## src/rtl/mbx_pkg.sv

```systemverilog
package mbx_pkg;
  // Fixed register offsets inside each side's mailbox space
  localparam int unsigned OFS_MASK  = 4;
  localparam int unsigned OFS_CAUSE = 5;
  localparam int unsigned OFS_STAT  = 6;
  localparam int unsigned OFS_PEER  = 8;
endpackage

```

## src/rtl/mbx_outbox.sv

```systemverilog
module mbx_outbox #(
  parameter int DW   = 16,
  parameter int NBOX = 4,
  localparam int NB  = DW / 8
) (
  input  logic                      clk,
  input  logic                      rst,
  input  logic [NBOX-1:0]           box_sel,
  input  logic [NB-1:0]             be,
  input  logic [DW-1:0]             wdata,
  output logic [NBOX-1:0][DW-1:0]   box_q
);
  always_ff @(posedge clk) begin
    if (rst) begin
      box_q <= '0;
    end else begin
      for (int k = 0; k < NBOX; k++) begin
        for (int b = 0; b < NB; b++) begin
          if (box_sel[k] && be[b]) box_q[k][b*8 +: 8] <= wdata[b*8 +: 8];
        end
      end
    end
  end

  // Contents move only on a write strobe; reads never disturb them
  assert_box_hold_R2: assert property (@(posedge clk) disable iff (rst)
    !(|box_sel) |=> $stable(box_q));
endmodule

```

## src/rtl/mbx_intr.sv

```systemverilog
module mbx_intr #(
  parameter int DW   = 16,
  parameter int NBOX = 4
) (
  input  logic            clk,
  input  logic            rst,
  input  logic [NBOX-1:0] set_src,
  input  logic [NBOX-1:0] clr_src,
  input  logic            mask_wr,
  input  logic [DW-1:0]   wdata,
  output logic [NBOX-1:0] mask_q,
  output logic [NBOX-1:0] pend_q,
  output logic [NBOX-1:0] cause_q,
  output logic            irq_q
);
  logic [NBOX-1:0] pend_d, mask_d, cause_d;

  always_comb begin
    pend_d  = (pend_q & ~clr_src) | set_src;
    mask_d  = mask_wr ? wdata[NBOX-1:0] : mask_q;
    cause_d = (cause_q & ~clr_src) | (set_src & ~mask_q);
  end

  always_ff @(posedge clk) begin
    if (rst) begin
      pend_q  <= '0;
      mask_q  <= '0;
      cause_q <= '0;
      irq_q   <= 1'b0;
    end else begin
      pend_q  <= pend_d;
      mask_q  <= mask_d;
      cause_q <= cause_d;
      irq_q   <= |(pend_d & ~mask_d);
    end
  end

  assert_set_wins_R10: assert property (@(posedge clk) disable iff (rst)
    (|set_src) |=> ((pend_q & $past(set_src)) == $past(set_src)));

  assert_clear_R5: assert property (@(posedge clk) disable iff (rst)
    (|(clr_src & ~set_src)) |=> ((pend_q & $past(clr_src & ~set_src)) == '0));

  assert_masked_no_cause_R7: assert property (@(posedge clk) disable iff (rst)
    (|(set_src & mask_q & ~cause_q)) |=>
      ((cause_q & $past(set_src & mask_q & ~cause_q)) == '0));

  assert_cause_in_pend_R7: assert property (@(posedge clk) disable iff (rst)
    (cause_q & ~pend_q) == '0);

  assert_irq_align_R9: assert property (@(posedge clk) disable iff (rst)
    irq_q == |(pend_q & ~mask_q));
endmodule

```

## src/rtl/mbx_port_io.sv

```systemverilog
module mbx_port_io
  import mbx_pkg::*;
#(
  parameter int DW   = 16,
  parameter int NBOX = 4,
  parameter int AW   = 4,
  localparam int NB  = DW / 8
) (
  input  logic                    clk,
  input  logic                    rst,
  input  logic                    mem_en_n,
  input  logic                    sel_n,
  input  logic                    rd,
  input  logic                    wr,
  input  logic [AW-1:0]           addr,
  input  logic [NB-1:0]           be,
  input  logic [NBOX-1:0][DW-1:0] own_box,
  input  logic [NBOX-1:0][DW-1:0] peer_box,
  input  logic [NBOX-1:0]         mask,
  input  logic [NBOX-1:0]         cause,
  input  logic [NBOX-1:0]         pend,
  output logic [NBOX-1:0]         box_sel,
  output logic [NBOX-1:0]         raise_peer,
  output logic [NBOX-1:0]         clr_own,
  output logic                    mask_wr,
  output logic [DW-1:0]           rdata
);
  logic          acc, do_wr, do_rd;
  logic [DW-1:0] rd_mux;

  assign acc   = mem_en_n & ~sel_n;
  assign do_wr = acc & wr;
  assign do_rd = acc & rd & ~wr;

  always_comb begin
    mask_wr = do_wr && (addr == AW'(OFS_MASK)) && be[0];
    for (int k = 0; k < NBOX; k++) begin
      box_sel[k]    = do_wr && (addr == AW'(k));
      raise_peer[k] = do_wr && (addr == AW'(k)) && be[NB-1];
      clr_own[k]    = do_rd && (addr == AW'(OFS_PEER + k)) && be[NB-1];
    end
  end

  always_comb begin
    rd_mux = '0;
    for (int k = 0; k < NBOX; k++) begin
      if (addr == AW'(k))            rd_mux = own_box[k];
      if (addr == AW'(OFS_PEER + k)) rd_mux = peer_box[k];
    end
    if (addr == AW'(OFS_MASK))  rd_mux = DW'(mask);
    if (addr == AW'(OFS_CAUSE)) rd_mux = DW'(cause);
    if (addr == AW'(OFS_STAT))  rd_mux = DW'(pend);
  end

  always_ff @(posedge clk) begin
    if (rst)        rdata <= '0;
    else if (do_rd) rdata <= rd_mux;
    else            rdata <= '0;
  end

  assert_quiet_rdata_R11: assert property (@(posedge clk) disable iff (rst)
    !(acc && rd) |=> (rdata == '0));
endmodule

```

## src/rtl/mbx_dual_irq.sv

```systemverilog
module mbx_dual_irq #(
  parameter int DW   = 16,
  parameter int NBOX = 4,
  parameter int AW   = 4,
  localparam int NB  = DW / 8
) (
  input  logic          clk,
  input  logic          rst,
  input  logic          a_mem_en_n,
  input  logic          a_mbx_sel_n,
  input  logic          a_rd,
  input  logic          a_wr,
  input  logic [AW-1:0] a_addr,
  input  logic [NB-1:0] a_be,
  input  logic [DW-1:0] a_wdata,
  output logic [DW-1:0] a_rdata,
  output logic          a_irq,
  input  logic          b_mem_en_n,
  input  logic          b_mbx_sel_n,
  input  logic          b_rd,
  input  logic          b_wr,
  input  logic [AW-1:0] b_addr,
  input  logic [NB-1:0] b_be,
  input  logic [DW-1:0] b_wdata,
  output logic [DW-1:0] b_rdata,
  output logic          b_irq
);
  logic [1:0]                     s_en_n, s_sel_n, s_rd, s_wr, s_mask_wr, s_irq;
  logic [1:0][AW-1:0]             s_addr;
  logic [1:0][NB-1:0]             s_be;
  logic [1:0][DW-1:0]             s_wdata, s_rdata;
  logic [1:0][NBOX-1:0][DW-1:0]   s_box;
  logic [1:0][NBOX-1:0]           s_sel, s_raise, s_clr, s_mask, s_cause, s_pend;

  assign s_en_n  = {b_mem_en_n, a_mem_en_n};
  assign s_sel_n = {b_mbx_sel_n, a_mbx_sel_n};
  assign s_rd    = {b_rd, a_rd};
  assign s_wr    = {b_wr, a_wr};
  assign s_addr  = {b_addr, a_addr};
  assign s_be    = {b_be, a_be};
  assign s_wdata = {b_wdata, a_wdata};

  assign a_rdata = s_rdata[0];
  assign b_rdata = s_rdata[1];
  assign a_irq   = s_irq[0];
  assign b_irq   = s_irq[1];

  for (genvar s = 0; s < 2; s++) begin : g_side
    localparam int P = 1 - s;

    mbx_port_io #(.DW(DW), .NBOX(NBOX), .AW(AW)) u_io (
      .clk(clk), .rst(rst),
      .mem_en_n(s_en_n[s]), .sel_n(s_sel_n[s]), .rd(s_rd[s]), .wr(s_wr[s]),
      .addr(s_addr[s]), .be(s_be[s]),
      .own_box(s_box[s]), .peer_box(s_box[P]),
      .mask(s_mask[s]), .cause(s_cause[s]), .pend(s_pend[s]),
      .box_sel(s_sel[s]), .raise_peer(s_raise[s]), .clr_own(s_clr[s]),
      .mask_wr(s_mask_wr[s]), .rdata(s_rdata[s])
    );

    mbx_outbox #(.DW(DW), .NBOX(NBOX)) u_box (
      .clk(clk), .rst(rst),
      .box_sel(s_sel[s]), .be(s_be[s]), .wdata(s_wdata[s]),
      .box_q(s_box[s])
    );

    mbx_intr #(.DW(DW), .NBOX(NBOX)) u_irq (
      .clk(clk), .rst(rst),
      .set_src(s_raise[P]), .clr_src(s_clr[s]),
      .mask_wr(s_mask_wr[s]), .wdata(s_wdata[s]),
      .mask_q(s_mask[s]), .pend_q(s_pend[s]), .cause_q(s_cause[s]),
      .irq_q(s_irq[s])
    );
  end
endmodule

```

## config.mk

```make
export PLATFORM = sky130hd
export DESIGN_NAME = mbx_dual_irq
export DESIGN_NICKNAME = d
export VERILOG_FILES = /design/src/rtl/mbx_pkg.sv /design/src/rtl/mbx_outbox.sv /design/src/rtl/mbx_intr.sv /design/src/rtl/mbx_port_io.sv /design/src/rtl/mbx_dual_irq.sv
export SDC_FILE = /design/constraint.sdc
export NUM_CORES = 1
export LEC_CHECK = 0
export BUFFER_PORTS_ARGS = -buffer_cell sky130_fd_sc_hd__buf_2
export CORE_MARGIN = 5
export CORE_UTILIZATION = 57
export CTS_BUF_LIST = sky130_fd_sc_hd__clkbuf_2 sky130_fd_sc_hd__clkbuf_4 sky130_fd_sc_hd__clkbuf_8
export CTS_CLUSTER_SIZE = 14
export DETAILED_ROUTE_END_ITERATION = 12
export PLACE_DENSITY_LB_ADDON = 0.15
export SYNTH_ARGS = -nofsm -noshare
export SYNTH_HDL_FRONTEND = slang
export SYNTH_SLANG_ARGS = --single-unit
```

## constraint.sdc

```tcl
create_clock -name clk -period 2.2 [get_ports clk]
set_clock_uncertainty 0.1 [all_clocks]
set_input_delay 0.44 -clock clk [delete_from_list [all_inputs] [get_ports clk]]
set_output_delay 0.44 -clock clk [all_outputs]
set_load 0.1 [all_outputs]
```

==> results of run 1 <==
kinds of logic (layout without fill, tap and decap cells):
family	count (synthesis)	after routing	share of synthesized area [%]
flip-flops	186	186	42.1
buffers and inverters	89	231	4.10
AO/OA/AOI/OAI	281	281	20.0
AND/OR/NAND/NOR	343	343	18.9
multiplexers	128	128	15.0
registers in the layout (all words and copies together) (netlist names):
signal / cells
g_side.u_box.box_q: 128
g_side.u_io.rdata: 32
g_side.u_irq.cause_q: 8
g_side.u_irq.mask_q: 8
g_side.u_irq.pend_q: 8
g_side.u_irq.irq_q: 2
per-layer routing:
metal | wire length [µm] | up-vias
li1 | - | 3959
met1 | 12400 | 4002
met2 | 12100 | 530
met3 | 2960 | 95
met4 | 1050 | 0
met5 | 0 | -
tightest hold or removal path, delay by kind of cell:
family / cells / cell delay, ns
AOI/OAI and AO/OA: 1 / 0.05
buffers and inverters: 1 / 0.12
and+or+nand+nor: 1 / 0.05
synth_stat cells (all sizes together), types with 2 or more instances:
master and instances:
a222oi 2, a221o 3, o2bb2ai 4, or4 2, nor2b 24, dfxtp 186, mux2 14, a21o 16
a211oi 20, nor4bb 5, nor2 129, o211ai 3, nand3 23, mux4 2, o211a 3, nand4bb 2
mux2i 112, and3 3, a31oi 14, nand4b 4, a21oi 74, or4b 4, o221ai 11, a311oi 2
inv 9, a22oi 28, nand4 3, o21ai 67, clkbuf 47, and4bb 4, and2 2, a21bo 2
nor3 14, nand2b 12, buf 33, o22ai 27, nand2 104, or2 2
area by class of cell:
type | count | share of cell area, %
Clock inverter | 14 | 1.73
Multi-Input combinational cell | 752 | 45.5
Timing Repair Buffer | 190 | 12.4
Clock buffer | 18 | 2.30
Inverter | 9 | 0.322
Tap cell | 188 | 2.24
Sequential cell | 186 | 35.5
how the worst max path moves through the flow:
stage                                 start                   endpoint  slack [ns]  depth (start not counted)
global route        g_side[0].u_io.rdata[2]                 a_rdata[2]        0.33                          1
global placement                  a_addr[3]  g_side[0].u_box.box_q[57]        0.01                          7
finish              g_side[0].u_io.rdata[2]                 a_rdata[2]        0.37                          1
CTS                 g_side[0].u_io.rdata[2]                 a_rdata[2]        0.35                          1
detailed placement                a_addr[3]  g_side[0].u_box.box_q[58]       -0.03                          7
floorplan                         a_addr[3]  g_side[0].u_box.box_q[36]        0.19                          6
per-stage QoR:
stage,utilization (%),total power [W]
finish,69.0,0.00647
global placement,66.2,0.00404
detailed placement,66.2,0.00404
global route,69.0,0.00666
floorplan,-,0.00377
CTS,69.0,0.00645
power by group through the flow:
stage | Sequential (W) | Clock, W | Combinational [W]
6_report | 0.00338 | 0.00248 | 0.000605
5_1_grt | 0.00338 | 0.00265 | 0.000632
4_1_cts | 0.00338 | 0.00249 | 0.000585
3_5_place_dp | 0.00346 | 0 | 0.000584
3_3_place_gp | 0.00346 | 0 | 0.000580
2_1_floorplan | 0.00348 | 0 | 0.000292
==> impl_metrics.yaml, run 1 <==
status:
  run_status: "finished, final reports clean"
finish:
  antenna-diode-count: 0
  final-seq-area_um2: 3720
  finish.net_count: 1210
  fillerInstances: 1280
  multi_input_logic_area_um2: 4770
  layout_commonest_cell: "sky130_fd_sc_hd__dfxtp_1"
  fin_area_um2: 10500
  final_cells: 1357
  layout.cells.most_common_list: "sky130_fd_sc_hd__dfxtp_1, sky130_fd_sc_hd__nor2_1, sky130_fd_sc_hd__mux2i_1"
  layout-area-overhead-vs-synth_pct: 18.6
  drive_above_1_share_pct: 22.1
power_and_ir_drop:
  portion_of_total_power_attributed_to_the_clock_network_pct: 38.4
  power_per_cell_area_nw_per_um2: 616
  internal_power_w: 0.00475
  power.share.combinational_pct: 9.4
  p_sw_w: 0.00172
  power.ir.vdd_worst_uv: 585
  power_frac_seq_pct: 52.3
  p_leak_nw: 4.10
  swShare_pct: 26.5
placement:
  detailedPlace.worstSlack_ns: -0.0291
  dp_hpwl_mm: 20.4
  io_buffer_count: 87
  cell_area_after_placement_um2: 10100
  placed_cells: 1325
  finalWeightedCongestion: 0.956
critical_path:
  rrSetupSlack_ns: 0.54
  rr_startpoint: "g_side[1].u_box.box_q[2]"
  critical_path.endpoint_type: "output port"
  r2r-end: "g_side[0].u_io.rdata[2]"
  worst-endpoint-required_ns: 1.66
  critPathArrivalTime_ns: 1.29
  timing.critical_path.slowest_cell_delay_ns: 0.44
  worstPathMaxFanout: 1
  cp_slowest_cell: "sky130_fd_sc_hd__buf_2"
  reg2regPathDepth: 5
  crit_path_cell_trace: "buf_2"
  cp_num_buf_inv: 1
  crit_type: "reg -> out"
  timing.critical_path.max_delay_family: "buffers and inverters"
  startpoint_type: "flip-flop"
routing:
  finalWirelength_mm: 28.5
  vias_per_cell: 6.33
  postRouteAntennaNets: 0
  remaining_drc_errors: 0
  firstDrtPassIters: 6
  routedWlPerCell_um: 21.0
  vias: 8586
  1st_iter_drt_viols: 1086
sta:
  setup_viol: 0
  rsz_0062_raised_after_global_routing: "false"
  finalWorstSetupSlack_ns: 0.373
  finalCritPeriodShare_pct: 83.1
  final_critical_path_time_including_i_o_delays_and_setup_ns: 1.83
  timing_max_transition_violations_final: 0
  max-slew-margin-rel_pct: 62.6
  timing_hold_violations_final: 0
  fin_tns_setup_ns: 0
  worst-slew-pin-transition_ns: 0.555
  maxClockFrequency_mhz: 547
  hold_slack_ns: 0.122
global_routing:
  grtUsageMet3_pct: 7.75
  grt_first_pass_wirelength_mm: 43.9
  grt.met1_usage_pct: 44.5
  grt_antenna_before_repair: 0
  globalRoute.totalOverflow: 0
  grt_use_total_pct: 31.2
  first_global_vias: 7936
  grtUsageMet2_pct: 45.4
  grt_max_degree: 100
  global_route.peak_usage_layer: "met2"
yosys:
  synth_nets: 1081
  synth-edff-count: 0
  avgSynthCellArea_um2: 8.61
  synth.yosys.seq_area_share_pct: 42.1
  post-synth-top-area-cell: "sky130_fd_sc_hd__dfxtp_1"
  netlist_area_um2: 8840
  synthCells: 1027
  synth-main-ff-cell: "sky130_fd_sc_hd__dfxtp_1"
  synthArstFlopShare_pct: 0
  synth_top_cells_by_area: "sky130_fd_sc_hd__dfxtp_1, sky130_fd_sc_hd__mux2i_1, sky130_fd_sc_hd__nor2_1, sky130_fd_sc_hd__nand2_1, sky130_fd_sc_hd__a21oi_1"
  synth.yosys.warnings: 0
  synth.lib_cells_used.distinct: 57
  synth.ff_latch_count: 186
  area_share_of_the_largest_cell_type_after_synthesis_pct: 42.1
clock_network:
  cts-root-buf: "sky130_fd_sc_hd__clkbuf_8"
  cts_tree: "done"
  clk_latency_ns: 0.48
  post-cts-setup-buffer-count: 0
  cts_buffer_depth: 2
  cts_num_sinks: 186
  numCtsBuffers: 17
  post_cts_resize_count: 0
  cts_hold_repair.buffers: 0
  cts.reportedPaths.clkPinSlew_ns: 0.10
  ctsHtreeMaxLevel: 4
min_path:
  worstHoldPathType: "in -> reg"
  whs_path_cells: 3
  min_delay_worst_endpoint: "g_side[1].u_box.box_q[58]"
  hold_path.startpoint: "b_wdata[10]"
job:
  max_cap_violations: 0
floorplan:
  placementRows: 45
  io-pin-count: 88
  dieArea_um2: 18100
  initial_utilization_pct: 58.2
  core_um2: 15200
  die_width_um: 135
  die_height_um: 135
Power figures use the tool's default switching activity.
==> inputs of run 2 (changes only) <==
--- a/config.mk
+++ b/config.mk
@@ -7,7 +7,7 @@
 export LEC_CHECK = 0
 export BUFFER_PORTS_ARGS = -buffer_cell sky130_fd_sc_hd__buf_2
 export CORE_MARGIN = 5
-export CORE_UTILIZATION = 57
+export CORE_UTILIZATION = 55
 export CTS_BUF_LIST = sky130_fd_sc_hd__clkbuf_2 sky130_fd_sc_hd__clkbuf_4 sky130_fd_sc_hd__clkbuf_8
 export CTS_CLUSTER_SIZE = 14
 export DETAILED_ROUTE_END_ITERATION = 12
==> constraint.sdc (replaced) <==
create_clock -name clk -period 1.5 [get_ports clk]
set_clock_uncertainty 0.1 [all_clocks]
set_input_delay 0.3 -clock clk [delete_from_list [all_inputs] [get_ports clk]]
set_output_delay 0.3 -clock clk [all_outputs]
set_load 0.1 [all_outputs]
==> run 2 against run 1 <==
Against the previous run:
- the flow now finishes with violations (setup timing)
- clock power grew 33%
- register-to-register slack worse by 0.55 ns
- critical path depth up 5
- via count grew 3.3%
- sequential power increased by 47%
- worst hold slack worse by 0.10 ns
- sequential share of layout area down 2.8 points
- global-route usage is 0.64 points higher
- critical path type is now in -> reg
- largest power group unchanged
==> impl_metrics.yaml, run 2 (synthesized netlist as in run 1, its figures left out) <==
sta:
  setup_viol: 7
  maxClockFrequency_mhz: 653
  timing_max_transition_violations_final: 0
  finalCritPeriodShare_pct: 102
  worst-slew-pin-transition_ns: 0.675
  rsz_0062_raised_after_global_routing: "true"
  timing_hold_violations_final: 0
  finalWorstSetupSlack_ns: -0.0305
  max-slew-margin-rel_pct: 55.0
  final_critical_path_time_including_i_o_delays_and_setup_ns: 1.53
  fin_tns_setup_ns: -0.0641
power_and_ir_drop:
  swShare_pct: 27.7
  internal_power_w: 0.00671
  portion_of_total_power_attributed_to_the_clock_network_pct: 35.7
  power_per_cell_area_nw_per_um2: 813
  p_leak_nw: 4.40
  power_frac_seq_pct: 53.4
  p_sw_w: 0.00258
  power.ir.vdd_worst_uv: 583
  power.share.combinational_pct: 10.9
critical_path:
  worst-endpoint-required_ns: 1.75
  cp_slowest_cell: "sky130_fd_sc_hd__or4b_1"
  setup.worst_path.start: "a_addr[2]"
  cp-endpoint: "g_side[0].u_box.box_q[44]"
  timing.critical_path.max_delay_family: "simple AND/OR/NAND/NOR gates"
  r2r-end: "g_side[0].u_io.rdata[2]"
  worst-path-stages: 6
  worstPathMaxFanout: 11
  rr_startpoint: "g_side[0].u_box.box_q[2]"
  reg2regPathDepth: 5
  critical_path.endpoint_type: "flip-flop"
  cp_num_buf_inv: 2
  crit_path_cell_trace: "buf_2 > or4b_1 > nor2_4 > buf_12 > mux2i_1 > nor2_1"
  startpoint_type: "input port"
  rrSetupSlack_ns: -0.01
  timing.critical_path.slowest_cell_delay_ns: 0.68
  critPathArrivalTime_ns: 1.78
  crit_type: "in -> reg"
floorplan:
  dieArea_um2: 18700
  die_width_um: 137
  initial_utilization_pct: 55.9
  core_um2: 15800
  die_height_um: 137
  io-pin-count: 88
  placementRows: 46
routing:
  routedWlPerCell_um: 20.8
  finalWirelength_mm: 29.8
  firstDrtPassIters: 5
  vias_per_cell: 6.17
  postRouteAntennaNets: 0
  1st_iter_drt_viols: 1144
  vias: 8867
  remaining_drc_errors: 0
clock_network:
  cts_tree: "done"
  numCtsBuffers: 17
  cts_buffer_depth: 2
  clk_latency_ns: 0.49
  ctsHtreeMaxLevel: 4
  cts-root-buf: "sky130_fd_sc_hd__clkbuf_8"
  cts.reportedPaths.clkPinSlew_ns: 0.10
  cts_num_sinks: 186
finish:
  final-seq-area_um2: 3730
  registers.top_by_ff_count: "g_side.u_box.box_q"
  antenna-diode-count: 0
  finish.net_count: 1261
  multi_input_logic_area_um2: 4900
  largest_reg_flops: 128
  layout.cells.most_common_list: "sky130_fd_sc_hd__dfxtp_1, sky130_fd_sc_hd__nor2_1, sky130_fd_sc_hd__buf_4"
  layout_commonest_cell: "sky130_fd_sc_hd__dfxtp_1"
  largest_registers: "g_side.u_box.box_q (128), g_side.u_io.rdata (32)"
  layout-area-overhead-vs-synth_pct: 29.1
  fin_area_um2: 11400
  fillerInstances: 1235
  drive_above_1_share_pct: 25.3
global_routing:
  first_global_vias: 8182
  grt_use_total_pct: 31.8
  grt_first_pass_wirelength_mm: 45.7
  grt_antenna_before_repair: 0
  globalRoute.totalOverflow: 0
  grt_max_degree: 74
min_path:
  hold_path.startpoint: "a_wdata[3]"
  worstHoldPathType: "in -> reg"
placement:
  io_buffer_count: 87
  cell_area_after_placement_um2: 10400
  dp_hpwl_mm: 20.9
  finalWeightedCongestion: 0.926
status:
  run_status: "finished with violations"
  violations: "setup timing"
job:
  max_cap_violations: 0
run 2: cell types whose count changed in the layout (fill, tap and decap cells not counted), sizes merged:
cell,delta
clkinv,+3
buf,+27
bufinv,-2
clkbuf,-1
dlygate4sd3,+24
run 2: final cells by class:
type                    instances  area share [%]
repair buffers                241            18.5
inverters                       9           0.296
multi-input cells             752            42.9
clock inverters                15            1.22
clock buffers                  17            2.05
well taps                     216            2.37
flip-flops and latches        186            32.7
run 2: timing repair:
item	4_1_cts	5_1_grt
pin swaps	0	5
hold buffers	24	0
setup buffers	0	2
endpoints found under the setup margin	60	79
hold endpoints to repair	48	0
resized for setup	60	50
run 2: how the worst min path moves through the flow:
stage,end,slack (ns),depth (start not counted)
CTS,g_side[0].u_box.box_q[1],0.001,3
floorplan,g_side[0].u_box.box_q[56],0.34,2
global placement,g_side[1].u_box.box_q[62],0.36,2
global route,g_side[1].u_box.box_q[32],0.01,3
finish,g_side[0].u_box.box_q[35],0.02,3
detailed placement,g_side[1].u_box.box_q[56],0.36,2
run 2: tightest hold or removal path: stages:
cell,delay (ns)
sky130_fd_sc_hd__buf_2,0.14
sky130_fd_sc_hd__nand2_1,0.07
sky130_fd_sc_hd__a21oi_1,0.05
run 2: metrics by stage:
step	utilization (%)	worst slack [ns]	power [W]	instances	hold WS, ns
detailed placement	65.9	-0.661	0.00598	1379	0.365
CTS	71.0	-0.0589	0.00924	1435	0.00104
floorplan	-	-0.320	0.00557	1027	0.336
global route	72.1	-0.0726	0.00956	1436	0.0115
finish	72.1	-0.0305	0.00929	1436	0.0210
global placement	65.9	-0.631	0.00598	1379	0.360
run 2: power groups by stage:
stage	sequential, W	combinational, W	clock, W
after floorplan	0.00510	0.000475	0
after global placement	0.00507	0.000907	0
after detailed placement	0.00507	0.000913	0
after CTS	0.00496	0.000972	0.00331
after global routing	0.00496	0.00107	0.00353
final	0.00496	0.00101	0.00331
run 2: metal layers:
layer / share of wire [%] / vias to the layer above / GRT usage (%)
met3: 11 / 79 / 7.90
met5: 0 / - / 0
met4: 2.6 / 0 / 11.4
met1: 43 / 4154 / 46.5
li1: - / 4072 / -
met2: 43 / 562 / 45.5
